## config.mk

```make
export PLATFORM = sky130hd
export DESIGN_NAME = cascade_pic
export DESIGN_NICKNAME = d
export VERILOG_FILES = /design/src/rtl/cascade_pic.sv
export SDC_FILE = /design/constraint.sdc
export NUM_CORES = 1
export LEC_CHECK = 0
export ABC_CLOCK_PERIOD_IN_PS = 2900
export CAP_MARGIN = 20
export CORE_UTILIZATION = 55
export CTS_CLUSTER_DIAMETER = 40
export DETAILED_ROUTE_END_ITERATION = 8
export HOLD_SLACK_MARGIN = 0.03
export PLACE_DENSITY = 0.81
export SLEW_MARGIN = 10
export SYNTH_ARGS = -nofsm -noshare
export SYNTH_HDL_FRONTEND = slang
export SYNTH_SLANG_ARGS = --single-unit
```

## constraint.sdc

```tcl
create_clock -name clk -period 2.9 [get_ports clk]
set_clock_uncertainty 0.15 [all_clocks]
set_input_delay 0.29 -clock clk [delete_from_list [all_inputs] [get_ports clk]]
set_output_delay 0.29 -clock clk [all_outputs]
set_load 0.02 [all_outputs]
```

## src/rtl/cascade_pic.sv

```systemverilog
`timescale 1ns/1ps
module cascade_pic #(
  parameter bit HAS_SLAVE = 1'b0
) (
  input  logic       clk,
  input  logic       rst_n,
  input  logic       req_stb,
  input  logic [3:0] req_idx,
  input  logic       reg_we,
  input  logic       reg_addr,
  input  logic [7:0] reg_wdata,
  output logic [7:0] reg_rdata,
  output logic       irq_o,
  input  logic       ack_stb,
  output logic [7:0] ack_vec,
  output logic       cas_ack_o,
  input  logic [7:0] cas_vec_i
);
  localparam int NL = 8;

  logic [NL-1:0] irr, isr, mask, casc;
  logic [7:0]    base;
  logic [2:0]    sel;
  logic [2:0]    top_line, isr_top;
  logic          irr_any, ack_go, eoi, req_ok, delegate;

  always_comb begin
    top_line = '0;
    isr_top  = '0;
    irq_o    = 1'b0;
    for (int l = 0; l < NL; l++) begin
      if (irr[l]) top_line = 3'(l);
      if (isr[l]) isr_top  = 3'(l);
      if (irr[l] && ((isr >> l) == '0)) irq_o = 1'b1;
    end
  end

  assign irr_any   = |irr;
  assign ack_go    = ack_stb && irr_any;
  assign delegate  = HAS_SLAVE && ack_go && casc[top_line];
  assign cas_ack_o = delegate;
  assign ack_vec   = delegate ? cas_vec_i : (base | {5'b0, irr_any ? top_line : 3'd7});
  assign eoi       = reg_we && reg_addr && reg_wdata[7];
  assign req_ok    = req_stb && !req_idx[3] && !mask[req_idx[2:0]];

  always_comb begin
    if (reg_addr) reg_rdata = {5'b0, sel};
    else begin
      case (sel)
        3'd0:    reg_rdata = mask;
        3'd1:    reg_rdata = base;
        3'd2:    reg_rdata = casc;
        3'd3:    reg_rdata = irr;
        3'd4:    reg_rdata = isr;
        default: reg_rdata = '0;
      endcase
    end
  end

  always_ff @(posedge clk) begin
    if (!rst_n) begin
      irr  <= '0;
      isr  <= '0;
      mask <= '0;
      casc <= '0;
      base <= '0;
      sel  <= '0;
    end else begin
      logic [NL-1:0] irr_n, isr_n;
      irr_n = irr;
      isr_n = isr;
      if (ack_go) irr_n[top_line] = 1'b0;
      if (req_ok) irr_n[req_idx[2:0]] = 1'b1;
      if (eoi && |isr) isr_n[isr_top] = 1'b0;
      if (ack_go) isr_n[top_line] = 1'b1;
      irr <= irr_n;
      isr <= isr_n;
      if (reg_we && reg_addr && !reg_wdata[7]) sel <= reg_wdata[2:0];
      if (reg_we && !reg_addr) begin
        case (sel)
          3'd0:    mask <= reg_wdata;
          3'd1:    base <= reg_wdata;
          3'd2:    casc <= reg_wdata;
          default: ;
        endcase
      end
    end
  end

  p_bad_line_r2: assert property (@(posedge clk) disable iff (!rst_n)
    req_stb && req_idx[3] && !ack_stb |=> $stable(irr));
  p_masked_r3: assert property (@(posedge clk) disable iff (!rst_n)
    req_stb && !req_idx[3] && mask[req_idx[2:0]] && !ack_stb |=> $stable(irr));
  p_req_set_r4: assert property (@(posedge clk) disable iff (!rst_n)
    req_stb && !req_idx[3] && !mask[req_idx[2:0]] |=> irr[$past(req_idx[2:0])]);
  p_irq_needs_req_r5: assert property (@(posedge clk) disable iff (!rst_n)
    irq_o |-> irr_any);
  p_ack_moves_r6: assert property (@(posedge clk) disable iff (!rst_n)
    ack_go && !req_stb |=> isr[$past(top_line)] && !irr[$past(top_line)]);
  p_eoi_clears_r10: assert property (@(posedge clk) disable iff (!rst_n)
    eoi && |isr && !ack_stb |=> $countones(isr) == $past($countones(isr)) - 1);
  p_empty_ack_r11: assert property (@(posedge clk) disable iff (!rst_n)
    ack_stb && !irr_any && !eoi && !req_stb |=> $stable(isr) && $stable(irr));
  p_empty_vec_r11: assert property (@(posedge clk) disable iff (!rst_n)
    ack_stb && !irr_any |-> !cas_ack_o && ack_vec[2:0] == 3'd7);
endmodule

```

# Word-level counts from Yosys, hierarchy flattened
# Cells that the tools add are included.
op_classes:
  magnitude_cmp: 6
  eq_ne: 4
  muxes: 39
  bitwise: 7
  n_reduce_logical: 37
op_table:
  columns: ["op", "n"]
  rows:
  - ["zero test 8 bit", 8]
  - ["two-way mux 8 bit", 7]
  - ["case mux 8 bit (5 select lines)", 1]
  - ["two-way mux 3 bit", 9]
  - ["logical AND 1 bit", 19]
  - ["bitwise AND 8 bit", 2]
  - ["inverter 8 bit", 2]
  - ["OR 8 bit", 2]
  - ["OR reduction 8 bit", 2]
  - ["two-way mux 1 bit", 14]
  - ["< comparator 3 x 4 -> 1 bit, second input constant", 3]
  - ["demux 1 bit (select 3 bit)", 3]
  - ["greater-or-equal comparator 3 x 1 -> 1 bit, second input constant", 3]
  - ["two-way mux 2 bit", 4]
  - ["OR 8 x 3 -> 8 bit", 1]
  - ["== test 3 x 2 -> 1 bit, second input constant", 2]
  - ["AND reduction 2 bit", 3]
  - ["zero test 1 bit", 4]
  - ["binary-select mux 1 bit (select 3 bit)", 1]
  - ["== test 3 x 1 -> 1 bit, second input constant", 1]
  - ["== test 3 bit, second input constant", 1]
  - ["zero test 3 bit", 1]
word_totals:
  regBits: 43
  elab_cells: 99

# Longest topological paths before layout
logic_depth:
  depth_word: 17
  ltp_mapped: 7

# Worst setup path after synthesis
# OpenSTA, ideal clock, no wires.
synth_path:
  path_kind: "register to output"
  from: "register sel[2]"
  to: "output reg_rdata[5]"
  arrival_ns: 1.484
  t_required_ns: 2.460
  setup_slack_ns: 0.976
  stages_incl_launch_ff: 6
  cell_sequence: "dfxtp_1 > buf_2 > nor3_2 > buf_2 > a22oi_1 > a21oi_1"
synth_via:
  elab_chain_cells: 3
  word_cells_on_any_way: 7
synth_rtl:
  columns: ["item", "line", "text"]
  rows:
  - ["from (decl)", "23", "logic [2:0] sel;"]
  - ["from (signal assigned)", "78", "if (reg_we && reg_addr && !reg_wdata[7]) sel <= reg_wdata[2:0];"]
  - ["== test 3 bit (tied with other cells)", "49", "case (sel)"]
  - ["case mux 8 bit (5 select lines) *", "49", null]
  - ["two-way mux 8 bit *", "47", "if (reg_addr) reg_rdata = {5'b0, sel};"]
  - ["to (decl)", "12", "output logic [7:0] reg_rdata,"]
# Mark *: on every way between the ends. The rest lies on a longest branch, timed or not.

# Worst setup path after layout
layout_path:
  from: "register sel[1]"
  to: "output reg_rdata[2]"
# The elaborated chain is that of the path after synthesis.

==> impl_metrics.json <==
{
  "status": "completed",
  "groute.usage.overall": 0.305,
  "layout_commonest_cell": "sky130_fd_sc_hd__dfxtp_1",
  "clockPowerShare": 0.322,
  "synth_edf_count": 0,
  "max_cap_violations": 0,
  "number_of_design_rule_violations_left_after_detail_routing": 0,
  "min-delay-path-class": "flop to flop",
  "most-common-layout-cells": "43 x sky130_fd_sc_hd__dfxtp_1, 37 x sky130_fd_sc_hd__nand2_1, 34 x sky130_fd_sc_hd__clkdlybuf4s50_1",
  "critical_path.cell_chain": "buf_4, mux2i_1, o2bb2ai_1, a221oi_1, o21ai_1, clkdlybuf4s50_1",
  "htreeDepth": 2,
  "routed_wl_um": 6380,
  "synthArstFlopShare": 0,
  "dominantRegCellSynth": "sky130_fd_sc_hd__dfxtp_1",
  "critical_path_arrival_ns": 2.30,
  "hold_start": "casc[2]",
  "layout.nets": 341,
  "critPathMaxStageDelay_ns": 0.55,
  "finalWorstSetupSlack_ns": 0.156,
  "startpoint_of_the_lowest_slack_register_to_register_path": "sel[0]",
  "dieWidth_um": 67.7,
  "reg_clk_slew_reported_paths_ns": 0.08,
  "post_synth_instance_area_um2": 2380,
  "boundaryPins": 44,
  "final-max-slew-violation-count": 0,
  "rsz_0062_raised_after_global_routing": "no",
  "dieHeight_um": 67.7,
  "gate_count_after_technology_mapping": 291,
  "timing.final.setup_violations": 0,
  "switching_power_w": 0.000318,
  "overflow": 0,
  "r2r_setup_slack_ns": 0.95,
  "drtIter0Drc": 267,
  "synthesis.yosys.warnings": 0,
  "cts_post_setup_buffers_inserted": 0,
  "synth_area_per_cell_um2": 8.17,
  "clockBufferDepth": 2,
  "period_needed_ns": 2.74,
  "placement_rows": 23,
  "dp.final_hpwl_um": 4590,
  "core-area_um2": 4090,
  "detailed_place.area_um2": 2710,
  "finalHoldWorstSlack_ns": 0.308,
  "critical_path_required_ns": 2.46,
  "min_delay_worst_endpoint": "casc[2]",
  "grt_max_degree": 46,
  "post_layout_instance_area_um2": 2800,
  "crit-reg2reg-capture": "base[2]",
  "crit_type": "flop to primary output",
  "effective_utilization_at_floorplan": 0.582,
  "gp_congestion": 0.913,
  "timing_hold_violations_final": 0,
  "tritoncts.num_buffers": 5,
  "post_drt_wl_per_cell_um": 17.4,
  "timing.critical_path.fanout_max": 8,
  "pre_cts_ws_ns": 0.478,
  "power.internal_w": 0.000851,
  "finalCritPeriodShare": 0.946,
  "clock-sinks": 43,
  "synth_cell_types": 44,
  "post_route_cells_drive_above_1_share": 0.0759,
  "grt_antenna_before_repair": 0,
  "max_clock_freq_ghz": 0.364,
  "whs_path_depth": 2,
  "critPathLaunchType": "flop",
  "power_frac_comb": 0.148,
  "post_drt_via_cell_ratio": 6.30,
  "cellPowerDensity_nw_per_um2": 418,
  "switching_share": 0.272,
  "critical_path.endpoint_type": "primary output",
  "power_leakage_nw": 0.923,
  "syn_nets": 317,
  "reg2regPathDepth": 5,
  "design.die.area_um2": 4590,
  "layout.cells.non_filler": 366,
  "drt.antenna.violating_nets": 0,
  "drtPass1Iterations": 5,
  "seq_power_share": 0.530,
  "antenna_cells": 0,
  "root_buffer": "sky130_fd_sc_hd__clkbuf_8",
  "sequential_to_total_area_share_from_yosys_stat": 0.362,
  "peakVddDrop_uv": 279,
  "clock_latency_ns": 0.30,
  "setup_total_negative_slack_ns": 0,
  "synth_seq_cells": 43,
  "grt_pass1_wl_um": 10200,
  "place.detailed.instances": 358,
  "detailroute.via_count": 2307,
  "grt_pass1_vias": 2082,
  "port_buffers": 34,
  "tritoncts": "done",
  "worst_path_max_delay_cell": "sky130_fd_sc_hd__clkdlybuf4s50_1",
  "area_growth_syn_to_layout_pct": 17.7
}
==> power groups by stage <==
stage | logic (W) | registers [W] | clock network [W]
3_3_place_gp | 0.000167 | 0.000632 | 0
2_1_floorplan | 0.000105 | 0.000623 | 0
5_1_grt | 0.000187 | 0.000621 | 0.000402
3_5_place_dp | 0.000170 | 0.000633 | 0
6_report | 0.000173 | 0.000620 | 0.000376
4_1_cts | 0.000170 | 0.000619 | 0.000381
==> sequential cells by signal (all words and copies together), names as in the netlist <==
name  count
sel       3
casc      8
irr       8
isr       8
base      8
mask      8
==> metal layers <==
metal / up-vias / global-route usage / wire length, um
li1: 1084 / - / -
met1: 1108 / 0.404 / 2900
met2: 102 / 0.479 / 2990
met3: 13 / 0.0557 / 372
met4: 0 / 0.133 / 129
met5: - / 0 / 0
==> critical path, delay by kind of cell (launching register included) <==
family,cells,cell delay (ns)
AO/OA/AOI/OAI,3,0.45
multiplexers,1,0.21
buffers and inverters,2,0.82
flip-flops,1,0.53
==> Yosys cell counts, types with 4 or more instances <==
cell                        instances  area [um2]
sky130_fd_sc_hd__o32ai_1            4        35.0
sky130_fd_sc_hd__clkbuf_1           8        30.0
sky130_fd_sc_hd__nor2_1            18        67.6
sky130_fd_sc_hd__nand2_1           37         139
sky130_fd_sc_hd__o2bb2ai_1          4        35.0
sky130_fd_sc_hd__and2_1             5        31.3
sky130_fd_sc_hd__buf_4              7        52.6
sky130_fd_sc_hd__nand2b_1           4        25.0
sky130_fd_sc_hd__a21boi_1           9        67.6
sky130_fd_sc_hd__mux2i_1           19         190
sky130_fd_sc_hd__nand3_1           21         105
sky130_fd_sc_hd__a22oi_1            5        37.5
sky130_fd_sc_hd__nor3_1             5        25.0
sky130_fd_sc_hd__dfxtp_1           43         861
sky130_fd_sc_hd__o21ai_0            5        25.0
sky130_fd_sc_hd__nor2b_1           15        93.8
sky130_fd_sc_hd__buf_2             10        50.1
sky130_fd_sc_hd__a21boi_0           9        67.6
sky130_fd_sc_hd__a21oi_1           19        95.1
sky130_fd_sc_hd__o21ai_1            4        20.0
==> stage by stage <==
stage,power (W),util
floorplan,0.000727,-
global placement,0.000800,0.663
detailed placement,0.000802,0.663
CTS,0.00117,0.683
global route,0.00121,0.685
finish,0.00117,0.685
==> worst max path at each step <==
| stage | startpoint | end | slack (ns) | depth (start not counted) |
|---|---|---|---|---|
| floorplan | sel[2] | reg_rdata[5] | 0.98 | 5 |
| finish | sel[1] | reg_rdata[2] | 0.16 | 6 |
| global placement | reg_addr | reg_rdata[7] | 0.48 | 4 |
| CTS | sel[2] | reg_rdata[2] | 0.15 | 5 |
| detailed placement | reg_addr | reg_rdata[7] | 0.48 | 4 |
| global route | sel[1] | reg_rdata[1] | 0.07 | 6 |
==> cells by family after synthesis <==
family,Yosys count,share of synthesized area
AND/OR/NAND/NOR,123,0.274
AO/OA/AOI/OAI,77,0.222
flip-flops,43,0.362
buffers and inverters,28,0.0605
multiplexers,19,0.0800
other,1,0.00158
==> timing repair <==
action                                  4_1_cts  5_1_grt
resized for setup                             0        1
endpoints found under the setup margin        0        2
hold buffers                                  0        0
hold endpoints to repair                      0        0
==> area by class of cell <==
type                    count  area [um2]
clock buffers               6        72.6
multi-input cells         220        1380
flip-flops and latches     43         861
fillers                   366        1290
inverters                   3        11.3
repair buffers             42         400
well taps                  50        62.6
clock inverters             2        12.5
Note: power is estimated with default switching activity, not from simulation.
